--- src/rtl/wkt_pkg.sv ---
package wkt_pkg;
  localparam int unsigned DEF_CNT_W       = 17;
  localparam int unsigned DEF_CLK_STAGES  = 2;
  localparam int unsigned DEF_TICK_STAGES = 2;

  typedef struct packed {
    logic start;
    logic stop;
    logic expire;
  } wkt_evt_t;
endpackage

--- src/rtl/wkt_sync.sv ---
module wkt_sync #(
  parameter int unsigned CLK_STAGES  = wkt_pkg::DEF_CLK_STAGES,
  parameter int unsigned TICK_STAGES = wkt_pkg::DEF_TICK_STAGES
) (
  input  logic clk_i,
  input  logic rst_ni,
  input  logic tick_i,
  input  logic en_i,
  output logic run_o,
  output logic start_o,
  output logic stop_o,
  output logic idle_o
);
  logic [CLK_STAGES-1:0]  cs_q;
  logic [TICK_STAGES-1:0] ts_q;
  logic                   run_q;

  for (genvar i = 0; i < CLK_STAGES; i++) begin : g_clk
    always_ff @(posedge clk_i or negedge rst_ni) begin
      if (!rst_ni) cs_q[i] <= 1'b0;
      else         cs_q[i] <= (i == 0) ? en_i : cs_q[(i == 0) ? 0 : i-1];
    end
  end

  for (genvar j = 0; j < TICK_STAGES; j++) begin : g_tick
    always_ff @(posedge clk_i or negedge rst_ni) begin
      if (!rst_ni)     ts_q[j] <= 1'b0;
      else if (tick_i) ts_q[j] <= (j == 0) ? cs_q[CLK_STAGES-1] : ts_q[(j == 0) ? 0 : j-1];
    end
  end

  assign start_o = tick_i &  ts_q[TICK_STAGES-1] & ~run_q;
  assign stop_o  = tick_i & ~ts_q[TICK_STAGES-1] &  run_q;

  always_ff @(posedge clk_i or negedge rst_ni) begin
    if (!rst_ni)      run_q <= 1'b0;
    else if (start_o) run_q <= 1'b1;
    else if (stop_o)  run_q <= 1'b0;
  end

  assign run_o  = run_q;
  assign idle_o = ~(|cs_q) & ~(|ts_q) & ~run_q;
endmodule

--- src/rtl/wkt_count.sv ---
module wkt_count #(
  parameter int unsigned CNT_W = wkt_pkg::DEF_CNT_W
) (
  input  logic             clk_i,
  input  logic             rst_ni,
  input  logic             tick_i,
  input  logic             run_i,
  input  logic             start_i,
  input  logic [CNT_W-1:0] reload_i,
  output logic [CNT_W-1:0] cnt_o,
  output logic             expire_o
);
  logic [CNT_W-1:0] cnt_q;
  logic             zero;

  assign zero     = (cnt_q == '0);
  assign expire_o = tick_i & run_i & zero;

  always_ff @(posedge clk_i or negedge rst_ni) begin
    if (!rst_ni)              cnt_q <= '0;
    else if (start_i)         cnt_q <= reload_i;
    else if (tick_i && run_i) cnt_q <= zero ? reload_i : cnt_q - 1'b1;
  end

  assign cnt_o = cnt_q;
endmodule

--- src/rtl/wkt_status.sv ---
module wkt_status (
  input  logic               clk_i,
  input  logic               rst_ni,
  input  wkt_pkg::wkt_evt_t  evt_i,
  input  logic               idle_i,
  input  logic               flag_clr_i,
  input  logic               sync_clr_i,
  input  logic               init_i,
  output logic               flag_o,
  output logic               sync_done_o,
  output logic               wr_allow_o
);
  always_ff @(posedge clk_i or negedge rst_ni) begin
    if (!rst_ni)           flag_o <= 1'b0;
    else if (evt_i.expire) flag_o <= 1'b1;
    else if (flag_clr_i)   flag_o <= 1'b0;
  end

  always_ff @(posedge clk_i or negedge rst_ni) begin
    if (!rst_ni)                                  sync_done_o <= 1'b0;
    else if (evt_i.start)                         sync_done_o <= 1'b1;
    else if (evt_i.stop || sync_clr_i || init_i)  sync_done_o <= 1'b0;
  end

  always_ff @(posedge clk_i or negedge rst_ni) begin
    if (!rst_ni) wr_allow_o <= 1'b1;
    else         wr_allow_o <= idle_i;
  end
endmodule

--- src/rtl/wakeup_timer.sv ---
module wakeup_timer #(
  parameter int unsigned CNT_W       = wkt_pkg::DEF_CNT_W,
  parameter int unsigned CLK_STAGES  = wkt_pkg::DEF_CLK_STAGES,
  parameter int unsigned TICK_STAGES = wkt_pkg::DEF_TICK_STAGES
) (
  input  logic             clk_i,
  input  logic             rst_ni,
  input  logic             tick_i,
  input  logic             enable_i,
  input  logic             irq_en_i,
  input  logic [CNT_W-1:0] reload_i,
  input  logic             reload_we_i,
  input  logic             flag_clr_i,
  input  logic             sync_clr_i,
  input  logic             init_i,
  output logic             wake_flag_o,
  output logic             irq_o,
  output logic             sync_done_o,
  output logic             wr_allow_o
);
  wkt_pkg::wkt_evt_t evt;
  logic              run;
  logic              idle;
  logic [CNT_W-1:0]  cnt;
  logic [CNT_W-1:0]  reload_q;

  always_ff @(posedge clk_i or negedge rst_ni) begin
    if (!rst_ni)                        reload_q <= '0;
    else if (reload_we_i && wr_allow_o) reload_q <= reload_i;
  end

  wkt_sync #(.CLK_STAGES(CLK_STAGES), .TICK_STAGES(TICK_STAGES)) u_sync (
    .clk_i   (clk_i),
    .rst_ni  (rst_ni),
    .tick_i  (tick_i),
    .en_i    (enable_i),
    .run_o   (run),
    .start_o (evt.start),
    .stop_o  (evt.stop),
    .idle_o  (idle)
  );

  wkt_count #(.CNT_W(CNT_W)) u_count (
    .clk_i    (clk_i),
    .rst_ni   (rst_ni),
    .tick_i   (tick_i),
    .run_i    (run),
    .start_i  (evt.start),
    .reload_i (reload_q),
    .cnt_o    (cnt),
    .expire_o (evt.expire)
  );

  wkt_status u_status (
    .clk_i       (clk_i),
    .rst_ni      (rst_ni),
    .evt_i       (evt),
    .idle_i      (idle),
    .flag_clr_i  (flag_clr_i),
    .sync_clr_i  (sync_clr_i),
    .init_i      (init_i),
    .flag_o      (wake_flag_o),
    .sync_done_o (sync_done_o),
    .wr_allow_o  (wr_allow_o)
  );

  assign irq_o = wake_flag_o & irq_en_i;
endmodule

--- config.mk ---
export PLATFORM = sky130hd
export DESIGN_NAME = wakeup_timer
export DESIGN_NICKNAME = d
export VERILOG_FILES = /design/src/rtl/wkt_pkg.sv /design/src/rtl/wkt_sync.sv /design/src/rtl/wkt_count.sv /design/src/rtl/wkt_status.sv /design/src/rtl/wakeup_timer.sv
export SDC_FILE = /design/constraint.sdc
export NUM_CORES = 1
export LEC_CHECK = 0
export CORE_MARGIN = 2
export CORE_UTILIZATION = 36
export DETAILED_ROUTE_END_ITERATION = 10
export DONT_BUFFER_PORTS = 1
export PLACE_DENSITY_LB_ADDON = 0.12
export SLEW_MARGIN = 20
export SYNTH_ARGS = -nofsm -noshare
export SYNTH_HDL_FRONTEND = slang
export SYNTH_SLANG_ARGS = --single-unit
--- constraint.sdc ---
create_clock -name clk_i -period 3.1 [get_ports clk_i]
set_clock_uncertainty 0.1 [all_clocks]
set_input_delay 0.31 -clock clk_i [delete_from_list [all_inputs] [get_ports clk_i]]
set_output_delay 0.31 -clock clk_i [all_outputs]
set_load 0.02 [all_outputs]
==> results.json, run 1 <==
{
  "clk-insertion-delay-late_ns": 0.29,
  "gp_congestion": 0.753,
  "start_util_pct": 37.8,
  "ios": 30,
  "routedWlPerCell_um": 15.5,
  "cpPeakStageDelay_ns": 0.57,
  "layout.nets": 228,
  "ys_types": 37,
  "via_count": 1515,
  "arrival_ns": 2.48,
  "power.share.switching_pct": 32.5,
  "dieWidth_um": 80.8,
  "dp_hpwl_um": 2910,
  "worstPathMaxFanout": 22,
  "fin_tns_setup_ns": 0,
  "timing.rr.start": "u_count.cnt_o[9]",
  "drc": 0,
  "path_common_cell": "o211ai_1",
  "drtIter0Drc": 62,
  "numCtsBuffers": 5,
  "hp-class": "in2reg",
  "min_from": "flag_clr_i",
  "antenna_found_initial": 0,
  "rr_worst_depth": 6,
  "ff2ff_setup_slack_ns": 0.69,
  "worstMarginPinSlew_ns": 0.843,
  "core_mm2": 0.00561,
  "rsz0062_at_grt": "false",
  "root_buffer": "clkbuf_8",
  "required_ns": 3.16,
  "setup-violations-final": 0,
  "via_per_inst": 5.55,
  "n_fill_cell": 579,
  "p_leak_nw": 0.953,
  "rr_endpoint": "u_count.cnt_o[10]",
  "grt_max_degree": 43,
  "startpoint": "u_count.cnt_o[9]",
  "post_cts_buffers": 0,
  "p_int_mw": 1.15,
  "min_period_ns": 2.41,
  "start_kind": "flip-flop",
  "pwr-share-seq_pct": 55.0,
  "p_comb_share_pct": 23.8,
  "cts_sinks": 42,
  "p_sw_mw": 0.552,
  "crit_type": "reg2reg",
  "yosys_warnings": 0,
  "htree_levels": 2,
  "cts_tree": "yes",
  "place_ws_ns": 0.690,
  "hold_viol": 0,
  "grt-ovfl-total": 0,
  "status": "finished clean",
  "clk_pin_slew_ns": 0.08,
  "synth_area_mm2": 0.00212,
  "grt.total_usage_pct": 14.7,
  "worst_slack_ns": 0.687,
  "cts.path.max_buffers": 2,
  "synthToLayoutAreaGrowth_pct": 8.73,
  "ant_nets": 0,
  "worstSetupEndpointType": "flip-flop",
  "numPortBuffers": 0,
  "avgSynthCellArea_um2": 10.7,
  "synth_cells": 198,
  "cp_cell_sequence": "or4_4 -> nor4_4 -> a21boi_2 -> buf_4 -> o211ai_1 -> o211ai_1",
  "final_common_cell": "dfrtp_1",
  "clkPwrFrac_pct": 21.2,
  "maxSlewViolCount": 0,
  "die_area_mm2": 0.00652,
  "worstHoldEndpoint": "u_status.flag_o",
  "relSlewSlack_pct": 43.7,
  "dpl-instance-area_mm2": 0.00218,
  "wl_um": 4220,
  "antenna_cells": 0,
  "drive_above_1_share_pct": 13.9,
  "hold_path_depth": 1,
  "row_count": 27,
  "final_area_mm2": 0.00231,
  "cp_top_family": "simple AND/OR/NAND/NOR gates",
  "power_density_mw_per_mm2": 737,
  "clock.fmax_ghz": 0.414,
  "vdd_ir_drop_max_v": 0.000322,
  "crit_buf_inv": 1,
  "synth_fp_nets": 226,
  "final_cell_mix": "dfrtp_1, nand2_1, a2bb2oi_1",
  "grt_pass1_vias": 1509,
  "cpMaxStageDelayCell": "or4_4",
  "yosysSeqAreaShare_pct": 49.6,
  "power_mw": 1.70,
  "first_pass_iters": 4,
  "grt_pass1_wl_um": 7350,
  "fin_crit_sh_pct": 77.8,
  "ys_seq_elements": 42,
  "die_y_um": 80.8,
  "maxCapViolCount": 0
}
-- repair_timing --
| action | in CTS | in global routing |
|---|---|---|
| hold buffers | 3 | 0 |
| resized for setup | 0 | 0 |
| hold endpoints to repair | 43 | 0 |
-- cells in the mapped netlist --
cell type	instances	share of area, %
dfstp_2	1	1.2
a21boi_2	1	0.53
mux2i_1	9	4.2
dfrtp_1	41	48
a31oi_1	1	0.30
inv_1	6	1.1
buf_2	1	0.24
nor3b_1	1	0.35
nor4b_1	1	0.41
a21oi_2	3	1.2
nor2_1	10	1.8
ha_1	2	1.2
clkbuf_1	7	1.2
nor4_4	1	1.0
and2_1	2	0.59
a21oi_1	9	2.1
a311o_1	1	0.47
nand2_1	25	4.4
mux2_1	10	5.3
o21ai_1	7	1.7
o22ai_1	2	0.59
or3_1	2	0.59
o211ai_1	5	1.8
o31a_1	2	0.83
nand3_1	6	1.4
buf_6	2	1.1
and3_1	1	0.30
o21a_1	2	0.71
or4_1	3	1.1
nand4_1	2	0.59
buf_1	1	0.18
mux2_2	10	5.3
or4_4	2	1.1
nor2b_1	1	0.30
nor3_1	2	0.47
a2bb2oi_1	11	4.5
nor4_1	5	1.5
-- sequential cells by signal, indices dropped and copies added (netlist names) --
register / count
reload_q: 17
u_count.cnt_o: 17
u_status.flag_o: 1
u_status.sync_done_o: 1
u_status.wr_allow_o: 1
u_sync.cs_q: 2
u_sync.run_o: 1
u_sync.ts_q: 2
-- cell type report --
type / count / area [um2] / share of cell area [%]
inverters: 6 / 22.5 / 0.977
repair buffers: 6 / 62.6 / 2.71
well taps: 72 / 90.1 / 3.91
multi-input cells: 139 / 988 / 42.9
clock buffers: 8 / 90.1 / 3.91
flip-flops and latches: 42 / 1050 / 45.6
-- worst register-to-register path, cell delays in order, from the launching register on --
cell	delay [ns]
dfrtp_1	0.44
or4_4	0.57
nor4_4	0.34
a21boi_2	0.25
buf_4	0.30
o211ai_1	0.20
o211ai_1	0.10
-- stage by stage --
step / hold slack, ns / utilization (%) / instances
after floorplan: -0.0856 / - / 198
after global placement: -0.0842 / 38.8 / 262
after detailed placement: -0.0844 / 38.8 / 262
after CTS: 0.00478 / 41.1 / 273
after global routing: 0.00580 / 41.1 / 273
final: 0.0165 / 41.1 / 273
-- cells by family (layout without fill, tap and decap cells) --
family | after synthesis | after routing | share of synthesized area, %
buffers and inverters | 17 | 20 | 3.78
muxes | 29 | 29 | 14.9
and+or+nand+nor | 64 | 64 | 15.8
AOI/OAI and AO/OA | 44 | 44 | 14.7
DFF | 42 | 42 | 49.6
adders and majority gates | 2 | 2 | 1.18
-- power groups by stage --
stage                     clock network, mW  logic [mW]  registers (mW)
after floorplan                           0       0.359           0.881
after detailed placement                  0       0.396           0.949
after global routing                  0.400       0.463           0.976
after global placement                    0       0.386           0.945
after CTS                             0.379       0.414           0.938
final                                 0.360       0.405           0.934
-- how the worst max path moves through the flow --
stage	end	slack (ns)	depth (start not counted)
after global placement	u_count.cnt_o[6]	0.74	6
final	u_count.cnt_o[10]	0.69	6
after detailed placement	u_count.cnt_o[8]	0.69	6
after CTS	u_count.cnt_o[8]	0.67	6
after floorplan	u_count.cnt_o[10]	1.01	6
after global routing	u_count.cnt_o[15]	0.50	6
-- layer usage --
metal,vias up,global-route usage [%],wire [um]
li1,733,-,-
met1,752,20.0,2080
met2,24,23.4,1960
met3,6,3.78,131
met4,0,4.07,56
met5,-,0,0
No activity file was read; power rests on OpenSTA's default activity.
==> inputs of run 2 (changes only) <==
==> constraint.sdc (replaced) <==
create_clock -name clk_i -period 2.5 [get_ports clk_i]
set_clock_uncertainty 0.1 [all_clocks]
set_input_delay 0.25 -clock clk_i [delete_from_list [all_inputs] [get_ports clk_i]]
set_output_delay 0.25 -clock clk_i [all_outputs]
set_load 0.02 [all_outputs]
==> results.json, run 2 (synthesized netlist as in run 1, its figures left out) <==
{
  "synthToLayoutAreaGrowth_pct": 20.0,
  "drtIter0Drc": 84,
  "dieWidth_um": 80.8,
  "setup-violations-final": 0,
  "post_cts_buffers": 0,
  "ios": 30,
  "cts.path.max_buffers": 2,
  "worstSetupEndpointType": "flip-flop",
  "grt_pass1_wl_um": 7700,
  "wl_um": 4430,
  "whs_ns": 0.0152,
  "fin_tns_setup_ns": 0,
  "min_from": "tick_i",
  "grt.total_usage_pct": 15.4,
  "relSlewSlack_pct": 47.9,
  "final_common_cell": "dfrtp_1",
  "cts_sinks": 42,
  "clkPwrFrac_pct": 24.5,
  "crit_type": "reg2reg",
  "clk-insertion-delay-late_ns": 0.29,
  "drive_above_1_share_pct": 14.3,
  "status": "finished clean",
  "grt_pass1_vias": 1663,
  "worstMarginPinSlew_ns": 0.782,
  "postCtsHoldBufs": 20,
  "pwr-share-seq_pct": 51.7,
  "final_cell_mix": "dfrtp_1, nand2_1, dlygate4sd3_1, a2bb2oi_1",
  "dp_hpwl_um": 2990,
  "antenna_found_initial": 0,
  "worstPathMaxFanout": 11,
  "cts_tree": "yes",
  "via_per_inst": 5.27,
  "power_density_mw_per_mm2": 885,
  "start_kind": "flip-flop",
  "worstHoldEndpoint": "u_status.flag_o",
  "numPortBuffers": 0,
  "grt-ovfl-total": 0,
  "rsz0062_at_grt": "false",
  "p_int_mw": 1.55,
  "power_mw": 2.25,
  "clk_pin_slew_ns": 0.08,
  "rr_endpoint": "u_count.cnt_o[0]",
  "dpl-instance-area_mm2": 0.00220,
  "die_area_mm2": 0.00652,
  "ff2ff_setup_slack_ns": 0.32,
  "core_mm2": 0.00561,
  "vdd_ir_drop_max_v": 0.000405,
  "min_period_ns": 2.18,
  "p_sw_mw": 0.703,
  "post_cts_resized": 0,
  "die_y_um": 80.8,
  "p_comb_share_pct": 23.8,
  "final_area_mm2": 0.00254,
  "htree_levels": 2,
  "gp_congestion": 0.745,
  "hold_path_depth": 2,
  "grt_max_degree": 43,
  "via_count": 1554,
  "maxCapViolCount": 0,
  "layout.nets": 250,
  "first_pass_iters": 4,
  "row_count": 27,
  "hold_viol": 0,
  "ant_nets": 0,
  "drc": 0,
  "p_leak_nw": 1.06,
  "fin_crit_sh_pct": 87.2,
  "timing.rr.start": "u_count.cnt_o[11]",
  "hp-class": "in2reg",
  "numCtsBuffers": 5,
  "required_ns": 2.58,
  "antenna_cells": 0,
  "start_util_pct": 37.8,
  "power.share.switching_pct": 31.2,
  "maxSlewViolCount": 0,
  "root_buffer": "clkbuf_8",
  "rr_worst_depth": 5,
  "arrival_ns": 2.26,
  "clock.fmax_ghz": 0.459,
  "routedWlPerCell_um": 15.0
}
## run 2: changes by cell type in the layout (fill, tap and decap cells not counted)
cell / change
buf_4: +3
clkbuf_1: -1
dlygate4sd3_1: +19
bufinv_16: +1
## run 2: worst max-delay path by stage
stage | startpoint | slack, ns | to | cells after the start
after floorplan | u_count.cnt_o[9] | 0.41 | u_count.cnt_o[10] | 6
after global placement | u_count.cnt_o[9] | 0.35 | u_count.cnt_o[0] | 5
after detailed placement | u_count.cnt_o[5] | 0.31 | u_count.cnt_o[7] | 6
after CTS | u_count.cnt_o[11] | 0.30 | u_count.cnt_o[7] | 6
after global routing | u_count.cnt_o[5] | 0.12 | u_count.cnt_o[13] | 6
final | u_count.cnt_o[11] | 0.32 | u_count.cnt_o[0] | 5
## run 2: cell type report
class	instances	area [um2]
multi-input cells	139	988
clock buffers	7	86.3
fillers	588	3060
well taps	72	90.1
flip-flops and latches	42	1050
inverters	6	22.5
clock inverters	1	30.0
repair buffers	28	275
## run 2: metrics by stage
step / setup WS, ns / std cells / utilization [%]
floorplan: 0.411 / 198 / -
global placement: 0.349 / 265 / 39.2
detailed placement: 0.306 / 265 / 39.2
CTS: 0.301 / 293 / 45.0
global route: 0.116 / 295 / 45.4
finish: 0.319 / 295 / 45.4
## run 2: routing by layer
metal	GRT usage, %	vias to the layer above	wire length, um
met4	4.58	0	25
met3	3.67	2	120
met5	0	-	0
met2	25.9	19	2200
li1	-	769	-
met1	19.7	764	2090
## run 2: critical path, stage by stage, from the launching register on
cell and delay, ns:
dfrtp_1 0.41, or4_4 0.57, nor4_4 0.32, a21boi_2 0.10, buf_4 0.20, a311o_1 0.36
## run 2: power groups by stage
stage          Clock (mW)  Sequential (mW)  Combinational, mW
2_1_floorplan           0             1.09              0.445
3_3_place_gp            0             1.17              0.480
3_5_place_dp            0             1.18              0.499
4_1_cts             0.570             1.17              0.545
5_1_grt             0.606             1.21              0.612
6_report            0.551             1.16              0.536
